===== src/rtl/sclgen_pkg.sv =====
package sclgen_pkg;
  localparam int CDF_W    = 3;
  localparam int SCGD_W   = 6;
  localparam int COMP_W   = 8;
  localparam int CTRL_W   = CDF_W + SCGD_W;
  localparam int BASE_CNT = 20;
  localparam int STEP_CNT = 8;
  localparam int PER_MAX  = BASE_CNT + STEP_CNT * ((1 << SCGD_W) - 1) + (1 << COMP_W) - 1;
  localparam int PER_W    = $clog2(PER_MAX + 1);

  typedef struct packed {
    logic [SCGD_W-1:0] scgd;
    logic [CDF_W-1:0]  cdf;
    logic [COMP_W-1:0] comp;
  } cfg_t;

  function automatic logic [PER_W-1:0] period_len(cfg_t c);
    return PER_W'(BASE_CNT) + PER_W'(STEP_CNT) * PER_W'(c.scgd) + PER_W'(c.comp);
  endfunction
endpackage


===== src/rtl/sclgen_cfg_latch.sv =====
module sclgen_cfg_latch
  import sclgen_pkg::*;
(
  input  logic              clk,
  input  logic              rst_n,
  input  logic              en,
  input  logic              boundary,
  input  logic [CTRL_W-1:0] ctrl_word,
  input  logic [COMP_W-1:0] edge_comp,
  output cfg_t              cfg_q
);
  cfg_t cfg_d;
  logic load;

  always_comb begin
    load  = !en || boundary;
    cfg_d = cfg_q;
    if (load) begin
      cfg_d.scgd = ctrl_word[CTRL_W-1:CDF_W];
      cfg_d.cdf  = ctrl_word[CDF_W-1:0];
      cfg_d.comp = edge_comp;
    end
  end

  always_ff @(posedge clk or negedge rst_n) begin
    if (!rst_n) cfg_q <= '0;
    else        cfg_q <= cfg_d;
  end


  cfg_hold_chk: assert property (@(posedge clk) disable iff (!rst_n)
    (en && $past(en) && !$past(boundary)) |-> $stable(cfg_q));
endmodule


===== src/rtl/sclgen_prescale.sv =====
module sclgen_prescale
  import sclgen_pkg::*;
(
  input  logic             clk,
  input  logic             rst_n,
  input  logic             en,
  input  logic [CDF_W-1:0] cdf,
  output logic             tick,
  output logic             first
);
  logic [CDF_W-1:0] pre_q, pre_d;

  always_comb begin
    tick  = en && (pre_q == cdf);
    first = en && (pre_q == '0);
    if (!en)       pre_d = '0;
    else if (tick) pre_d = '0;
    else           pre_d = pre_q + 1'b1;
  end

  always_ff @(posedge clk or negedge rst_n) begin
    if (!rst_n) pre_q <= '0;
    else        pre_q <= pre_d;
  end


  pre_range_chk: assert property (@(posedge clk) disable iff (!rst_n)
    pre_q <= cdf);
endmodule


===== src/rtl/sclgen_period.sv =====
module sclgen_period
  import sclgen_pkg::*;
(
  input  logic clk,
  input  logic rst_n,
  input  logic en,
  input  logic tick,
  input  logic first,
  input  cfg_t cfg,
  output logic boundary,
  output logic scl_level,
  output logic period_stb,
  output logic drive_stb,
  output logic sample_stb
);
  logic [PER_W-1:0] per_q, per_d;
  logic [PER_W-1:0] len, last, half, mid_lo, mid_hi;

  always_comb begin
    len    = period_len(cfg);
    last   = len - 1'b1;
    half   = len >> 1;
    mid_lo = half >> 1;
    mid_hi = half + ((len - half) >> 1);
    boundary = tick && (per_q == last);
    if (!en)           per_d = '0;
    else if (boundary) per_d = '0;
    else if (tick)     per_d = per_q + 1'b1;
    else               per_d = per_q;
    scl_level  = !en || (per_q >= half);
    period_stb = first && (per_q == '0);
    drive_stb  = first && (per_q == mid_lo);
    sample_stb = first && (per_q == mid_hi);
  end

  always_ff @(posedge clk or negedge rst_n) begin
    if (!rst_n) per_q <= '0;
    else        per_q <= per_d;
  end


  per_range_chk: assert property (@(posedge clk) disable iff (!rst_n)
    per_q <= last);

  strobe_excl_chk: assert property (@(posedge clk) disable iff (!rst_n)
    $onehot0({period_stb, drive_stb, sample_stb}));

  low_at_start_chk: assert property (@(posedge clk) disable iff (!rst_n)
    period_stb |-> !scl_level);
endmodule


===== src/rtl/sclgen_divider.sv =====
module sclgen_divider
  import sclgen_pkg::*;
(
  input  logic              clk,
  input  logic              rst_n,
  input  logic              enable,
  input  logic [CTRL_W-1:0] ctrl_word,
  input  logic [COMP_W-1:0] edge_comp,
  output logic              scl_level,
  output logic              period_stb,
  output logic              sda_drive_stb,
  output logic              sda_sample_stb
);
  logic [1:0] rst_sync_q;
  logic       rst_int_n;
  cfg_t       cfg_q;
  logic       tick, first, boundary, en_int;

  always_ff @(posedge clk or negedge rst_n) begin
    if (!rst_n) rst_sync_q <= 2'b00;
    else        rst_sync_q <= {rst_sync_q[0], 1'b1};
  end
  assign rst_int_n = rst_sync_q[1];
  assign en_int    = enable && rst_int_n;

  sclgen_cfg_latch u_cfg (
    .clk(clk), .rst_n(rst_int_n), .en(en_int), .boundary(boundary),
    .ctrl_word(ctrl_word), .edge_comp(edge_comp), .cfg_q(cfg_q));

  sclgen_prescale u_pre (
    .clk(clk), .rst_n(rst_int_n), .en(en_int), .cdf(cfg_q.cdf),
    .tick(tick), .first(first));

  sclgen_period u_per (
    .clk(clk), .rst_n(rst_int_n), .en(en_int), .tick(tick), .first(first),
    .cfg(cfg_q), .boundary(boundary), .scl_level(scl_level),
    .period_stb(period_stb), .drive_stb(sda_drive_stb), .sample_stb(sda_sample_stb));


  idle_quiet_chk: assert property (@(posedge clk) disable iff (!rst_int_n)
    !enable |-> (scl_level && !period_stb && !sda_drive_stb && !sda_sample_stb));

  restart_chk: assert property (@(posedge clk) disable iff (!rst_int_n)
    $rose(enable) |-> (period_stb && !scl_level));
endmodule


===== config.mk =====
export PLATFORM = sky130hd
export DESIGN_NAME = sclgen_divider
export DESIGN_NICKNAME = d
export VERILOG_FILES = /design/src/rtl/sclgen_pkg.sv /design/src/rtl/sclgen_cfg_latch.sv /design/src/rtl/sclgen_prescale.sv /design/src/rtl/sclgen_period.sv /design/src/rtl/sclgen_divider.sv
export SDC_FILE = /design/constraint.sdc
export NUM_CORES = 1
export LEC_CHECK = 0
export CAP_MARGIN = 5
export CORE_MARGIN = 5
export CORE_UTILIZATION = 30
export DETAILED_ROUTE_END_ITERATION = 12
export PLACE_DENSITY = 0.5
export SYNTH_ARGS = -nofsm -noshare
export SYNTH_HDL_FRONTEND = slang
export SYNTH_SLANG_ARGS = --single-unit

===== constraint.sdc =====
create_clock -name clk -period 13.54 [get_ports clk]
set_input_delay 3.385 -clock clk [delete_from_list [all_inputs] [get_ports clk]]
set_output_delay 3.385 -clock clk [all_outputs]
set_load 0.03 [all_outputs]

* Word-level counts from Yosys, hierarchy flattened
Index checks and enable logic that the tools add are counted.
** Storage, ports and cells
- Flip-flop bits (word level) :: 32
- Bits of input ports :: 20
- Output and inout bits :: 4
- Word-level logic and storage cells :: 36
** Operators by class
- Equality and inequality tests :: 5
- Mux-type cells :: 5
- Reduce and logical (&&, ||, !) cells :: 12
- Order comparisons :: 1
- Add/subtract/negate cells :: 7
** Operator list (count)
- 10-bit two-way mux :: 3
- 10-bit == test :: 2
- 10-bit by 1-bit adder with 10-bit output, second input constant :: 1
- 10-bit by 8-bit adder with 10-bit output :: 1
- 5-bit by 9-bit adder with 10-bit output, first input constant :: 1
- 9-bit by 9-bit adder with 10-bit output :: 1
- 10-bit by 8-bit == test with 1-bit output :: 1
- 10-bit by 9-bit greater-or-equal comparator with 1-bit output :: 1
- 10-bit logical NOT :: 1
- 10-bit by 1-bit subtractor with 10-bit output, second input constant :: 1
- 10-bit by 9-bit subtractor with 10-bit output :: 1
- 1-bit logical AND :: 7
- 3-bit two-way mux :: 2
- 3-bit by 1-bit adder with 3-bit output, second input constant :: 1
- 3-bit == test :: 1
- 3-bit logical NOT :: 1
- 3-bit by 2-bit inequality test with 1-bit output, second input constant :: 1
- 1-bit logical OR :: 2
- 1-bit logical NOT :: 1

* Depth between registers and ports, before layout
- Word-level depth :: 7
- Gate-level depth with buffers :: 22
- Mapped depth without buffers :: 22

* Hierarchy
From an unflattened synthesis, not the netlist that was laid out.
** Second synthesis, totals
- Cells, all modules :: 357
- Area, all modules :: 3290.7 µm²
** By module, submodules not included
- sclgen_period :: sequential area each 250.2 µm², cells each 296, instances 1, area each 2336.0 µm²
- sclgen_cfg_latch :: sequential area each 425.4 µm², cells each 37, instances 1, area each 699.4 µm²
- sclgen_prescale :: sequential area each 75.1 µm², cells each 20, instances 1, area each 195.2 µm²
- sclgen_divider :: sequential area each 50.0 µm², cells each 4, instances 1, area each 60.1 µm²

* Worst setup path after synthesis
OpenSTA, ideal clock, no wires.
- Kind :: input -> output
- From :: in enable
- To :: out sda_drive_stb
- Cell stages on the path :: 6
- Slack :: 5.001 ns
- Required time :: 10.155 ns
- Buffers on the path :: 0
- Arrival :: 5.154 ns
- Cell sequence :: and2_0 > nand3b_1 > nor3_1 > nand4_1 > or4_1 > nor3_1
** Between the ends
- Cells in the longest elaborated chain, start to end :: 3
** Ends and longest elaborated chain
- start: declaration :: RTL line sclgen_divider.sv:6 : input logic enable,
- 1-bit logical AND :: RTL line sclgen_divider.sv:24 : assign en_int = enable && rst_int_n;
- 1-bit logical AND :: RTL line sclgen_prescale.sv:15 : first = en && (pre_q == '0);
- 1-bit logical AND :: RTL line sclgen_period.sv:32 : drive_stb = first && (per_q == mid_lo);
- end: declaration :: RTL line sclgen_divider.sv:11 : output logic sda_drive_stb,
No other way between the ends.

* Final worst setup path
Same ends and word-level chain as after synthesis.

==> summary.md <==
| Metric | Value |
|---|---|
| Most common cell after layout, fill and taps aside | `sky130_fd_sc_hd__ha_1` |
| Global routing usage summed across all routing layers | `11.7%` |
| Yosys synthesis warning count | `0` |
| Critical Path, Cell by Cell | `clkdlybuf4s50_1 -> and2_0 -> nand3b_1 -> nor3_1 -> nand4_1 -> or4_1 -> nor3_1 -> clkdlybuf4s50_1` |
| Maximum cell stage delay along the critical path | `710 ps` |
| Multiplexer fraction of the synthesized cell area | `approximately 8%` |
| Per-cell via count in the routed design | `4.90` |
| Crit Path Class | `primary input to output port` |
| Via count of the routed design | `2520` |
| Synthesized instance count | `between 300 and 400` |
| WP data required | `10150 ps` |
| Post-CTS sizing | `0` |
| Die Area | `approximately 13000 µm²` |
| Count of flip-flops with a built-in enable after synthesis | `0` |
| I/O pin count | `24` |
| Pins Over Slew Limit | `0` |
| Unrepaired setup endpoints after global routing | `no` |
| Drt first pass iters | `4` |
| Fin crit period | `9550 ps` |
| Clock Skew | `4.18 ps` |
| Dominant combinational cell family by area after synthesis | `adder cells` |
| Number of nets in the final layout | `437` |
| Final clock period utilization by the worst path | `70.5%` |
| Setup crit start kind | `primary input` |
| Total wirelength of the detailed-routed design | `between 7000 and 8000 µm` |
| Element type at the critical path end | `output port` |
| Total internal power | `0.363 mW` |
| CTS Sinks | `32` |
| Die Ht | `115 µm` |
| DR iter-0 viols | `130` |
| Non-Filler Cell Area, Final | `roughly 3700 µm²` |
| Antenna violation net count after detailed routing | `0` |
| Clock network latency to the later pin of the worst-skew pair | `280 ps` |
| Effective utilization at floorplan | `30.5%` |
| Final weighted congestion of routability-driven global placement | `between 0.8 and 0.9` |
| Post-synthesis sequential area ratio | `24.3%` |
| Total number of H-tree levels | `2` |
| Share of synthesized cell area in full adder, half adder and majority cells | `between 15 and 20%` |
| Worst setup startpoint | `enable` |
| Final Total Pwr | `a little under 0.7 mW` |
| Number of global-route vias before repair | `roughly 2500` |
| Overflow left after global routing | `0` |
| Synth async-reset ratio | `100%` |
| Number of standard cells in the layout, taps in and fillers out | `514` |
| Hold buffers post-CTS | `0` |
| Fraction of power consumed by sequential logic | `15.6%` |
| Share of the synthesized area in compound gates (AO/OA/AOI/OAI) | `13.4%` |
| Slew @ Worst Pin | `836 ps` |
| Number of max-cap violations | `0` |
| Worst-case clock buffer depth | `2` |
| Library cell used as clock root buffer | `sky130_fd_sc_hd__clkbuf_8` |
| Maximum achievable frequency | `105 MHz` |
| Combinational group share of total power | `71.2%` |
| Area share of and/or/nand/nor cells after synthesis | `between 10% and 20%` |
| Slowest CP cell | `sky130_fd_sc_hd__clkdlybuf4s50_1` |
| FP Rows | `38` |
| Number of CTS-inserted buffers | `5` |
| Switching Power | `0.317 mW` |
| Core footprint | `10800 µm²` |
| Detailed-route wire length on metal 1 | `just under 4000 µm` |
| Half-perimeter wire length after placement | `5840 µm` |
| Post-CTS setup buffer count | `0` |
| Result of the run | `completed` |
| Dominant synthesized flop cell | `sky130_fd_sc_hd__dfrtp_1` |
| Antenna violations before repair | `0` |
| Area added between synthesis and finish | `13.7%` |
| Maximum number of pins on one net before global-route repair | `33` |
| # port buffers | `23` |
| Number of synthesized register bits | `32` |
| Hold violation total from the final report | `0` |
| Placement-stage worst setup slack | `4010 ps` |
| Clk network pwr share | `a little over an eighth` |
| Number of remaining DRC errors | `0` |
| Fraction of final layout cells with drive strength greater than 1 | `10.7%` |
| Global-route wire length before repair | `12500 µm` |
| Power per cell area | `roughly 180 nW/µm²` |
| Setup-violating endpoint count in the final report | `0` |
| Worst Hold Margin | `about 260 ps` |
| Uppermost metal layer occupied by signal nets | `met4` |
| CTS tree | `built` |
| Worst slew margin relative to its limit | `43.9%` |
| Routed wire length on met3 | `224 µm` |
| Switching share of power | `46.6%` |
| Commonest cells after routing, fill and taps aside | `sky130_fd_sc_hd__ha_1, sky130_fd_sc_hd__xnor2_1, sky130_fd_sc_hd__dfrtp_1` |
| Total length of routed met2 wires | `3200 µm` |
| Syn avg cell area | `9.24 µm²` |
| Data arrival, critical path | `6160 ps` |
| Synthesized netlist net count | `421` |
| Largest vdd supply drop | `0.000100 V` |
| Total placed cells including tap cells | `506` |
| R2R Path Start | `u_cfg.cfg_q[11]` |
| Post-placement cell area | `3640 µm²` |
| Die width | `115 µm` |
| Setup TNS | `0 ps` |
| Clk slew on worst S/H paths | `roughly 70 ps` |
| Setup ws final | `3990 ps` |
| Count of antenna diodes in the layout | `0` |
| Post-layout util | `34.7%` |
| Path class of the lowest-slack min-delay path | `flip-flop to asynchronous set/reset pin` |
| Leakage component of the power | `1.64 nW` |
| Combined area of all synthesized cells | `3300 µm²` |
| Number of unique standard cell types used by synthesis | `60` |
| Routed wirelength normalized by instance count | `14.3 µm` |
| Share of the synthesized netlist area taken by xor and xnor gates | `15.9%` |
| Top fanout value on the critical path | `6` |
[cell type report]
type / instances / area, µm²
fill: 1104 / 7040
multi-input combinational: 284 / 2330
sequential: 32 / 801
timing repair buffer: 24 / 238
tap: 140 / 175
inverter: 26 / 97.6
clock buffer: 6 / 72.6
clock inverter: 2 / 35.0
[path summary, 6_finish.rpt]
| check | end | slack, ps | cells past startpoint |
|---|---|---|---|
| setup / recovery | sda_drive_stb | 3990 | 8 |
| hold / removal | u_cfg.cfg_q[5] | 260 | 1 |
| setup reg to reg | u_cfg.cfg_q[10] | 8910 | 14 |
| hold reg to reg | u_cfg.cfg_q[5] | 260 | 1 |
| max in group asynchronous | rst_sync_q[1] | 10160 | 1 |
| min in group clk | rst_sync_q[1] | 350 | 0 |
[worst max-delay path: cells and delay by family]
kind / cells / cell delay (ps)
simple gates: 6 / 1590
buf+inv: 2 / 1180
[sequential cells by signal (all words and copies together), names as in the netlist]
signal	flops
u_per.per_q	10
rst_sync_q	2
u_pre.pre_q	3
u_cfg.cfg_q	17
[synthesized netlist by cell type, types with 2 or more instances]
master                      n  area, µm²
sky130_fd_sc_hd__mux2_2     7       78.8
sky130_fd_sc_hd__nor3_1    20        100
sky130_fd_sc_hd__o211ai_1   2       15.0
sky130_fd_sc_hd__o31a_1     2       17.5
sky130_fd_sc_hd__nor2_4     2       22.5
sky130_fd_sc_hd__nand2b_1   6       37.5
sky130_fd_sc_hd__nor4b_1    2       17.5
sky130_fd_sc_hd__nor2_1    17       63.8
sky130_fd_sc_hd__a211oi_1   2       15.0
sky130_fd_sc_hd__o21ai_1    3       15.0
sky130_fd_sc_hd__inv_1     22       82.6
sky130_fd_sc_hd__a221oi_1   3       26.3
sky130_fd_sc_hd__xor2_1    24        210
sky130_fd_sc_hd__xnor2_1   33        289
sky130_fd_sc_hd__buf_2      3       15.0
sky130_fd_sc_hd__dfrtp_1   32        801
sky130_fd_sc_hd__nand2_1   20       75.1
sky130_fd_sc_hd__a31oi_1    3       18.8
sky130_fd_sc_hd__ha_1      41        513
sky130_fd_sc_hd__a21oi_1   11       55.1
sky130_fd_sc_hd__nor4_1     3       18.8
sky130_fd_sc_hd__nand4_1    8       50.1
sky130_fd_sc_hd__fa_1       3       60.1
sky130_fd_sc_hd__and3_1     5       31.3
sky130_fd_sc_hd__clkbuf_1  10       37.5
sky130_fd_sc_hd__nand3b_1   2       15.0
sky130_fd_sc_hd__o21ai_0    9       45.0
sky130_fd_sc_hd__mux2_4    10        150
sky130_fd_sc_hd__a21o_1     8       60.1
sky130_fd_sc_hd__inv_2      4       15.0
sky130_fd_sc_hd__nand3_1    6       30.0
sky130_fd_sc_hd__nor3_2     2       20.0
sky130_fd_sc_hd__a31o_2     3       26.3
sky130_fd_sc_hd__mux2i_1    3       30.0
[logic make-up after synthesis]
family          Yosys count
mux                      20
compound gates           62
xor+xnor                 58
simple gates             98
fa+ha+maj                45
other cells               1
flops                    32
buf+inv                  41
[metal layers]
layer  global-route usage [%]  up-vias
met4                     2.97        0
met5                        0        -
li1                         -     1295
met1                     17.3     1179
met2                     17.8       41
met3                     1.74        5
[power groups by stage]
stage          Combinational, mW  Sequential, mW  Clock, mW
6_report                   0.484           0.106     0.0901
3_3_place_gp               0.476           0.108          0
2_1_floorplan              0.394           0.107          0
3_5_place_dp               0.481           0.108          0
4_1_cts                    0.483           0.106     0.0943
5_1_grt                    0.546           0.107     0.0977
Power figures use the tool's default switching activity.
